**src/rtl/bupc_pkg.sv**
```systemverilog
package bupc_pkg;

  typedef enum logic [1:0] {
    BMODE_ON_UPDATE  = 2'd0,
    BMODE_ON_DONE    = 2'd1,
    BMODE_AFTER_DONE = 2'd2,
    BMODE_RESERVED   = 2'd3
  } bmode_e;

  // Transfer event for the selected mode.
  function automatic logic fire_fn(bmode_e mode, logic upd, logic done,
                                   logic pend, logic busy);
    case (mode)
      BMODE_ON_DONE:    return upd | done;
      BMODE_AFTER_DONE: return upd & pend & ~busy;
      default:          return upd;
    endcase
  endfunction

  // A burst runs from its first write until completion.
  function automatic logic busy_next_fn(logic busy, logic any_wr, logic done);
    return done ? 1'b0 : (busy | any_wr);
  endfunction

  // The pending flag lives only in mode 2.
  function automatic logic pend_next_fn(bmode_e mode, logic pend, logic done,
                                        logic fire);
    return (mode == BMODE_AFTER_DONE) & (done | (pend & ~fire));
  endfunction

  function automatic logic shadow_next_fn(logic pre, logic fire, logic sh,
                                          logic wr);
    return pre & ~fire & (sh | wr);
  endfunction

  function automatic logic load_next_fn(logic pre, logic fire, logic sh,
                                        logic wr);
    return pre ? (fire & (sh | wr)) : wr;
  endfunction

endpackage

```
**src/rtl/bupc_seq_track.sv**
```systemverilog
module bupc_seq_track
  import bupc_pkg::*;
(
  input  logic   clk,
  input  logic   rst_n,
  input  bmode_e mode_i,
  input  logic   any_wr_i,
  input  logic   burst_done_i,
  input  logic   upd_req_i,
  output logic   busy_o,
  output logic   pend_o,
  output logic   fire_o
);

  logic busy_q;
  logic pend_q;

  assign fire_o = fire_fn(mode_i, upd_req_i, burst_done_i, pend_q, busy_q);
  assign busy_o = busy_q;
  assign pend_o = pend_q;

  always_ff @(posedge clk or negedge rst_n) begin
    if (!rst_n) begin
      busy_q <= 1'b0;
      pend_q <= 1'b0;
    end else begin
      busy_q <= busy_next_fn(busy_q, any_wr_i, burst_done_i);
      pend_q <= pend_next_fn(mode_i, pend_q, burst_done_i, fire_o);
    end
  end

endmodule

```
**src/rtl/bupc_shadow_bank.sv**
```systemverilog
module bupc_shadow_bank
  import bupc_pkg::*;
#(
  parameter int NUM_REGS = 8
) (
  input  logic                clk,
  input  logic                rst_n,
  input  logic                preload_en_i,
  input  logic                fire_i,
  input  logic [NUM_REGS-1:0] wr_strobe_i,
  output logic [NUM_REGS-1:0] shadow_vld_o,
  output logic [NUM_REGS-1:0] load_en_o
);

  for (genvar g = 0; g < NUM_REGS; g++) begin : g_reg
    logic sh_q;
    logic ld_q;

    always_ff @(posedge clk or negedge rst_n) begin
      if (!rst_n) begin
        sh_q <= 1'b0;
        ld_q <= 1'b0;
      end else begin
        sh_q <= shadow_next_fn(preload_en_i, fire_i, sh_q, wr_strobe_i[g]);
        ld_q <= load_next_fn(preload_en_i, fire_i, sh_q, wr_strobe_i[g]);
      end
    end

    assign shadow_vld_o[g] = sh_q;
    assign load_en_o[g]    = ld_q;
  end

endmodule

```
**src/rtl/burst_preload_ctrl.sv**
```systemverilog
module burst_preload_ctrl
  import bupc_pkg::*;
#(
  parameter int NUM_REGS = 8
) (
  input  logic                clk,
  input  logic                rst_n,
  input  logic                preload_en,
  input  logic [1:0]          burst_mode,
  input  logic [NUM_REGS-1:0] wr_strobe,
  input  logic                burst_done,
  input  logic                upd_req,
  output logic [NUM_REGS-1:0] load_en
);

  bmode_e              mode;
  logic                any_wr;
  logic                trk_busy;
  logic                trk_pend;
  logic                xfer_fire;
  logic [NUM_REGS-1:0] shadow_vld;

  assign mode   = bmode_e'(burst_mode);
  assign any_wr = |wr_strobe;

  bupc_seq_track trk_i (
    .clk          (clk),
    .rst_n        (rst_n),
    .mode_i       (mode),
    .any_wr_i     (any_wr),
    .burst_done_i (burst_done),
    .upd_req_i    (upd_req),
    .busy_o       (trk_busy),
    .pend_o       (trk_pend),
    .fire_o       (xfer_fire)
  );

  bupc_shadow_bank #(.NUM_REGS(NUM_REGS)) bank_i (
    .clk          (clk),
    .rst_n        (rst_n),
    .preload_en_i (preload_en),
    .fire_i       (xfer_fire),
    .wr_strobe_i  (wr_strobe),
    .shadow_vld_o (shadow_vld),
    .load_en_o    (load_en)
  );

endmodule

```
**config.mk**
```make
export PLATFORM = sky130hd
export DESIGN_NAME = burst_preload_ctrl
export DESIGN_NICKNAME = d
export VERILOG_FILES = /design/src/rtl/bupc_pkg.sv /design/src/rtl/bupc_seq_track.sv /design/src/rtl/bupc_shadow_bank.sv /design/src/rtl/burst_preload_ctrl.sv
export SDC_FILE = /design/constraint.sdc
export NUM_CORES = 1
export LEC_CHECK = 0
export BUFFER_PORTS_ARGS = -buffer_cell sky130_fd_sc_hd__buf_2
export CELL_PAD_IN_SITES_DETAIL_PLACEMENT = 1
export CELL_PAD_IN_SITES_GLOBAL_PLACEMENT = 2
export CORE_MARGIN = 2
export CORE_UTILIZATION = 27
export DETAILED_ROUTE_END_ITERATION = 10
export PLACE_DENSITY_LB_ADDON = 0.12
export SETUP_SLACK_MARGIN = 0.3
export SYNTH_ARGS = -nofsm -noshare
export SYNTH_HDL_FRONTEND = slang
export SYNTH_SLANG_ARGS = --single-unit
export TNS_END_PERCENT = 1
```
**constraint.sdc**
```tcl
create_clock -name clk -period 1.1 [get_ports clk]
set_clock_uncertainty 0.05 [all_clocks]
set_input_delay 0.275 -clock clk [delete_from_list [all_inputs] [get_ports clk]]
set_output_delay 0.275 -clock clk [all_outputs]
set_load 0.02 [all_outputs]
```
; Word level (Yosys, flattened, before mapping)
; Index checks and enable logic that the tools add are counted.
[classes]
eq_ne = 2
muxes = 10
bitwise = 34
n_reduce_logical = 1
[ops]
columns = cell, count
row1 = bitwise AND 1 bit, 21
row2 = bitwise OR 1 bit, 11
row3 = two-way mux 1 bit, 9
row4 = OR reduction 8 bit, 1
row5 = == test 2 x 1 -> 1 bit (second input constant), 1
row6 = == test 2 bit (second input constant), 1
row7 = NOT 1 bit, 2
row8 = case mux 1 bit (2 select lines), 1
[word_totals]
reg_bits = 18
in_bits = 15
output_inout_bits = 8
elab_cells = 65

; Depth between registers and ports, before layout
; Gate-level depths: netlist of the first run.
[depth]
ltp_word = 7
mapped_depth = 6
mapped_depth_nobuf = 5

; Modules after synthesis
; From an unflattened synthesis of the first run, not the netlist that was laid out.
[hier_totals]
cells_unflattened = 89
hier_area_um2 = 885.8
[by_module_without_submodules]
columns = mod, instances, cells_per_inst, area_each_um2, seq_area_each_um2
row1 = bupc_shadow_bank, 1, 69, 718.2, 400.4
row2 = bupc_seq_track, 1, 17, 151.4, 50.0
row3 = burst_preload_ctrl, 1, 3, 16.3, 0.0

; Worst setup path after synthesis of the first run
; No wires, ideal clock.
[synth_timing]
path_kind = input to register
start = in burst_mode[0]
end = reg bank_i.g_reg[1].sh_q
setup_time_ns = 0.119
t_arrival_ns = 1.214
required_time_ns = 0.931
path_slack_ns = -0.283
path_stages = 6
cell_sequence = inv_1 ha_1 nand3b_1 a32o_2 buf_6 o21a_1
[synth_between]
elab_chain_len = 5
elab_cells_between_ends = 6
cone_classes = eq/ne: 2 / mux: 1 / bitwise: 3
[synth_rtl]
columns = item, line
row1 = "start, declared", burst_preload_ctrl.sv:9  ; input logic [1:0] burst_mode,
row2 = == test 2 bit or == test 2 x 1 -> 1 bit (tied branches), bupc_pkg.sv:13  ; case (mode)
row3 = case mux 1 bit (2 select lines) (*), bupc_pkg.sv:13
row4 = NOT 1 bit (*), bupc_pkg.sv:33  ; return pre & ~fire & (sh | wr);
row5 = bitwise AND 1 bit (*) (2 in a row), bupc_pkg.sv:33
row6 = "end signal, assigned", bupc_shadow_bank.sv:24  ; sh_q <= shadow_next_fn(preload_en_i, fire_i, sh_q, wr_strobe_i[g]);
row7 = "end, declared", bupc_shadow_bank.sv:16  ; logic sh_q;
; Mark *: on every way between the ends. The rest lies on a longest branch, timed or not.

; Worst setup path in the final report of the first run
[layout_timing]
start = reg trk_i.busy_q, in the netlist trk_i.busy_o
end = reg bank_i.g_reg[0].sh_q
[layout_between]
elab_chain_len = 6
[layout_rtl]
columns = item, line
row1 = "start, declared", bupc_seq_track.sv:15  ; logic busy_q;
row2 = "start signal, assigned", bupc_seq_track.sv:27  ; busy_q <= busy_next_fn(busy_q, any_wr_i, burst_done_i);
row3 = NOT 1 bit, bupc_pkg.sv:15  ; BMODE_AFTER_DONE: return upd & pend & ~busy;
row4 = bitwise AND 1 bit, bupc_pkg.sv:15
row5 = case mux 1 bit (2 select lines), bupc_pkg.sv:13
row6 = NOT 1 bit, bupc_pkg.sv:33
row7 = bitwise AND 1 bit (2 in a row), bupc_pkg.sv:33
row8 = "end signal, assigned", bupc_shadow_bank.sv:24
row9 = "end, declared", bupc_shadow_bank.sv:16
; No other way between the ends.

==> metrics, run 1 <==
Vias/cell=4.44; Vias=537; Clock transition at path regs=100 ps; DRT Pass-1 Iters=2; Ports=23; RSZ-0062 raised after global routing=true; Crit Path Max Fanout=16; Simple-Gate Fraction of Synth Area=11.5%; Initial Util=~28%; DRC Markers=0; ANT cells=0; P per Cell Area=1360 nW/um^2; WP data required=1230 ps; Die Wd=slightly below 60 um; setup ws final=-126 ps; Syn Inst Count=68; initial antenna violation count=0; Critical Path Source Type=register; r2r setup slk=-130 ps; vias in the first global route=about 580; main combinational cell family by area after synthesis=compound AO/OA/AOI/OAI gates; grt total ovfl=0; Total Routed Length=around 1500 um; Root Driver=clkbuf_4; maximum VDD drop=between 0.0004 and 0.0005 V; Layout Nets=109; static leakage=0.477 nW; Detailed Place HPWL=between 1000 and 1500 um; Tot Pwr=1.33 mW; Max transition margin=73.4%; Hold Crit Class=in -> async; clk sinks=18; fmax=816 MHz; antenna viol nets, final=0; Syn Nets=85; worst r2r src=trk_i.busy_o$_DFF_PN0_; area leader, netlist=dfrtp_1; Layout Area Growth over Synthesis=24.8%; Yosys warning count=0; Reg-to-Reg End=bank_i.g_reg[0].sh_q$_DFF_PN0_; Netlist Area Pre-Place=782 sq um; fillers=319; clk buf depth=2; pin count of the biggest net entering global routing=19; Synth Area per Inst=around 12 sq um; final design utilization=35.4%; largest cells by area after synthesis=dfrtp_1, buf_4, o21a_1; CP Class=reg -> reg; Num CTS Buffers=3; Post-CTS Setup Bufs=0; gr usage total=10.7%; RePlAce Congestion=0.676; setup TNS=-1930 ps; final hold vios=18; Max Slew Vio Count=0; Final Setup Violations=24; core area=around 2800 sq um; Synth Area in Compound Gates=16.2%; first-pass GRT wire length=2680 um; Synth Area in Adders=3.20%; Cell Rows=19; CP endpoint kind=register; H-Tree Depth=1; Yosys cell types=16; share of post-route cells with drive strength above 1=~43%; mux contribution to synthesized area=0%; max-cap violations=0; sequential area share after synthesis=between 50% and 60%; routed len/inst=12.5 um; 1st-iter DRT viols=5; Die H=57.8 um; Worst Reg-to-Reg Cells=4; Synth top area share=57.6%; TritonCTS clock tree=built; flops & latches, synth=18; failing checks=negative hold slack, negative setup slack; Hold Slack=-151 ps; Post-Synth XOR/XNOR Area=0%; status=finished with violations; die area=3340 sq um; port bufs=22; CP arrival=between 1000 and 1500 ps; Slew @ Worst Pin=399 ps; worst-skew pair later-pin latency=280 ps; min Tclk post-route=around 1200 ps; Final period util=111%
timing repair:
| item | CTS | global route |
|---|---|---|
| gates resized for setup | 3 | 1 |
| cloned | 0 | 0 |
| hold endpoints to repair | 18 | 18 |
| pin swaps | 4 | 0 |
| setup endpoints to repair | 26 | 26 |
cells in the final DEF (no fill, tap or decap):
master,n
a21oi_1,8
a311oi_2,1
a31oi_1,1
a32o_2,1
buf_12,1
buf_2,22
buf_4,5
buf_6,1
clkbuf_4,3
dfrtp_1,18
ha_1,1
ha_4,1
inv_1,1
inv_6,1
nand3b_1,2
nor2_1,10
nor2b_1,1
nor2b_4,2
nor3_2,1
nor4_1,1
o21a_1,8
worst max path at each step:
stage | start | to | slack, ps | cells after the start
after floorplan | burst_mode[1] | bank_i.g_reg[1].sh_q$_DFF_PN0_ | -200 | 5
after global placement | burst_mode[0] | bank_i.g_reg[5].sh_q$_DFF_PN0_ | -350 | 7
after detailed placement | burst_mode[0] | bank_i.g_reg[0].sh_q$_DFF_PN0_ | -370 | 7
after CTS | trk_i.busy_o$_DFF_PN0_ | bank_i.g_reg[1].sh_q$_DFF_PN0_ | -130 | 4
after global routing | trk_i.busy_o$_DFF_PN0_ | bank_i.g_reg[1].sh_q$_DFF_PN0_ | -190 | 4
final | trk_i.busy_o$_DFF_PN0_ | bank_i.g_reg[0].sh_q$_DFF_PN0_ | -130 | 4
report_power, final:
| part | switching (mW) | internal (mW) | total, mW |
|---|---|---|---|
| Combinational | 0.145 | 0.122 | 0.267 |
| Clock | 0.194 | 0.127 | 0.321 |
| Sequential | 0.0223 | 0.721 | 0.743 |
| Total | 0.361 | 0.970 | 1.33 |
per-stage QoR:
step	instances	area (sq um)	setup slack (ps)
after floorplan	68	800	-199
after detailed placement	118	931	-372
after global routing	121	976	-186
after CTS	121	970	-134
final	121	976	-126
after global placement	118	931	-350
cells by family (layout without fill, tap and decap cells):
logic type	Yosys count	count (layout)
simple gates	17	17
buf+inv	12	34
flops	18	18
fa+ha+maj	2	2
compound gates	19	19
flip-flops by register name, summed over array words and instances (netlist names):
register,cells
bank_i.g.ld_q,8
bank_i.g.sh_q,8
trk_i.busy_o,1
trk_i.pend_o,1
routing by layer:
layer | global-route usage (%) | vias up | wire length (um)
met5 | 0 | - | 0
met4 | 3.99 | 0 | 16
met3 | 3.13 | 2 | 76
met2 | 16.9 | 13 | 714
met1 | 14.0 | 254 | 711
li1 | - | 268 | -
cell type report:
cell class                 count  area (sq um)  area share [%]
clock buffer                   3          22.5            2.31
inverter                       2          12.5            1.28
multi-input combinational     38           273            27.9
sequential                    18           450            46.2
tap                           31          38.8            3.97
timing repair buffer          29           179            18.3
cell usage after synthesis:
cell      instances
a21oi_1           8
a311oi_1          1
a31oi_1           1
a32o_2            1
buf_4             8
buf_6             2
dfrtp_1          18
ha_1              2
inv_1             2
nand3b_1          2
nor2_1           10
nor2b_1           2
nor2b_4           1
nor3_1            1
nor4_1            1
o21a_1            8
critical path, stage by stage, from the launching register on:
cell	delay, ps
dfrtp_1	390
nand3b_1	170
a32o_2	270
buf_12	150
o21a_1	100
Note: power is estimated with default switching activity, not from simulation.
==> inputs of run 2 (changes only) <==
--- a/config.mk
+++ b/config.mk
@@ -5,7 +5,7 @@
 export SDC_FILE = /design/constraint.sdc
 export NUM_CORES = 1
 export LEC_CHECK = 0
-export BUFFER_PORTS_ARGS = -buffer_cell sky130_fd_sc_hd__buf_2
+export BUFFER_PORTS_ARGS = -buffer_cell sky130_fd_sc_hd__buf_4
 export CELL_PAD_IN_SITES_DETAIL_PLACEMENT = 1
 export CELL_PAD_IN_SITES_GLOBAL_PLACEMENT = 2
 export CORE_MARGIN = 2
==> run 2 against run 1 <==
The flow finishes with violations (negative setup slack). Sequential share of layout area shrank 4.6 points. Maximum frequency shrank 2.3%. Global-route usage grew 0.24 points. Hold slack gained 300 ps. Sequential power grew 1%. Non-clock buffer count grew 1. Worst setup slack lost 29 ps. Utilization grew 3.9 points. First-iteration DRC count shrank 60%. Critical path depth is the same. Critical endpoint is now bank_i.g_reg[5].sh_q$_DFF_PN0_.
==> metrics, run 2 (synthesis results as in run 1) <==
max incr delay on CP=410 ps (+20 ps); Vias=563 (+4.8%); crit path from=trk_i.busy_o$_DFF_PN0_; worst slack, placed=-363 ps (+9.06 ps); routed len/inst=13.1 um (+4.2%); worst r2r src=trk_i.busy_o$_DFF_PN0_; Root Driver=clkbuf_4; clk sinks=18 (unchanged); Clock Power Share=27.7% (+3.6 points); Max Slew Vio Count=0 (unchanged); share of post-route cells with drive strength above 1=43.5% (+0.14 points); Sw Share=26.0% (-1.1 points); Regs by FF count=bank_i.g.ld_q x8, bank_i.g.sh_q x8; initial antenna violation count=0 (unchanged); worst-skew pair later-pin latency=290 ps (about the same); Clock transition at path regs=110 ps (about the same); Initial Util=28.4% (unchanged); ANT cells=0 (unchanged); setup ws final=-155 ps (-28.8 ps); port bufs=22 (unchanged); met1 wire length=747 um (+5.1%); TritonCTS clock tree=built; CP cell instances=nand3b_1 -> a32o_2 -> buf_12 -> o21a_1; part of the power in registers=50.6% (-5.2 points); Comb pwr share=21.7% (+1.6 points); grt total ovfl=0 (unchanged); CP arrival=1400 ps (+40 ps); final hold vios=0 (-18); Layout Nets=110 (+0.92%); pin count of the biggest net entering global routing=19 (unchanged); Crit path buffers/inverters=1 (unchanged); net switching power=0.386 mW (+6.9%); Layout Area Growth over Synthesis=38.7%; core area=2760 sq um (unchanged); gr usage total=11.0% (+0.24 points); Int Power=1.10 mW (+13%); Final Setup Violations=24 (unchanged); Slew @ Worst Pin=283 ps (-116 ps); fillers=304 (-4.7%); Cell Rows=19 (unchanged); Crit Path Max Fanout=16 (unchanged); hold endpoint=bank_i.g_reg[7].sh_q$_DFF_PN0_; CP endpoint kind=register; Vias/cell=4.58 (+3.1%); crit-path leading delay family=flip-flops; Die H=57.8 um (unchanged); static leakage=0.514 nW (+7.7%); min Tclk post-route=1250 ps (+28.8 ps); Final period util=114% (+2.6 points); DRT Pass-1 Iters=3 (+1); CP Class=reg -> reg; H-Tree Depth=1 (unchanged); Hold Path Origin=wr_strobe[7]; WL met2=753 um (+5.5%); Ports=23 (unchanged); Total Routed Length=1610 um (+5.9%); P per Cell Area=1370 nW/um^2 (+0.21%); vias in the first global route=610 (+5.9%); Tot Pwr=1.48 mW (+11%); Post-CTS Setup Bufs=0 (unchanged); Die Wd=57.8 um (unchanged); RePlAce Congestion=0.657 (-2.8%); 1st-iter DRT viols=2 (-3); DRC Markers=0 (unchanged); clk buf depth=2 (unchanged); RSZ-0062 raised after global routing=true; Critical Path Source Type=register; commonest non-fill, non-tap cell in the layout=buf_4; Worst Reg-to-Reg Cells=4 (unchanged); hold path depth=2; failing checks=negative setup slack; Max transition margin=81.0% (+7.6 points); fmax=797 MHz (-2.3%); Num CTS Buffers=3 (unchanged); die area=3340 sq um (unchanged); max-cap violations=0 (unchanged); antenna viol nets, final=0 (unchanged); Crit-path slowest cell=dfrtp_1; Detailed Place HPWL=1160 um (-1.2%); Hold Crit Class=in -> reg; status=finished with violations; most frequent cells in the layout=buf_4, dfrtp_1, nor2_1; met3 wire len=89 um (+17%); Reg-to-Reg End=bank_i.g_reg[5].sh_q$_DFF_PN0_; top sig layer=met4; maximum VDD drop=0.000601 V (+26%); first-pass GRT wire length=2740 um (+2.0%); r2r setup slk=-150 ps (-30 ps); WP data required=1240 ps (about the same)
## run 2: cell types whose count changed in the layout (fill, tap and decap cells not counted), sizes merged
cell,delta
clkbuf,+1
dlygate4sd3,+1
## run 2: how the worst max path moves through the flow
stage,endpoint,slack [ps],cells after the start
after detailed placement,bank_i.g_reg[6].sh_q$_DFF_PN0_,-360,7
final,bank_i.g_reg[5].sh_q$_DFF_PN0_,-150,4
after global placement,bank_i.g_reg[5].sh_q$_DFF_PN0_,-340,7
after global routing,bank_i.g_reg[1].sh_q$_DFF_PN0_,-210,4
after CTS,bank_i.g_reg[6].sh_q$_DFF_PN0_,-160,4
after floorplan,bank_i.g_reg[1].sh_q$_DFF_PN0_,-200,5
## run 2: area by class of cell
type                    instances  area (sq um)  area share (%)
multi-input cells              38           273            25.1
well taps                      31          38.8            3.58
clock buffers                   4          36.3            3.34
repair buffers                 30           274            25.3
flip-flops and latches         18           450            41.5
inverters                       2          12.5            1.15
## run 2: metal layers
layer | track usage [%] | up-vias
met1 | 14.4 | 276
met4 | 3.99 | 0
met5 | 0 | -
li1 | - | 270
met3 | 4.02 | 2
met2 | 16.6 | 15
## run 2: worst reg2reg max path, stage by stage, from the launching register on
cell      delay [ps]
dfrtp_1          410
nand3b_1         180
a32o_2           270
buf_12           150
o21a_1           100
## run 2: per-stage QoR
step | hold WS, ps | util (%) | instances | area (sq um) | TNS (ps)
3_3_place_gp | 115 | 35.8 | 118 | 986 | -5410
3_5_place_dp | 115 | 35.8 | 118 | 986 | -5660
5_1_grt | 127 | 39.3 | 123 | 1080 | -3670
2_1_floorplan | -70.6 | - | 68 | 800 | -2000
4_1_cts | 134 | 39.1 | 123 | 1080 | -2680
6_report | 145 | 39.3 | 123 | 1080 | -2370
## run 2: what timing repair did
| item | in CTS | in global routing |
|---|---|---|
| hold buffers | 1 | 0 |
| gates resized for setup | 11 | 1 |
| pin swaps | 5 | 1 |
| endpoints found under the hold margin | 18 | 0 |
| endpoints found under the setup margin | 26 | 26 |
## run 2: power groups by stage
stage | combinational (mW) | sequential, mW | clock [mW]
3_5_place_dp | 0.298 | 0.758 | 0
6_report | 0.321 | 0.751 | 0.411
3_3_place_gp | 0.294 | 0.756 | 0
4_1_cts | 0.324 | 0.751 | 0.434
2_1_floorplan | 0.181 | 0.753 | 0
5_1_grt | 0.352 | 0.758 | 0.461
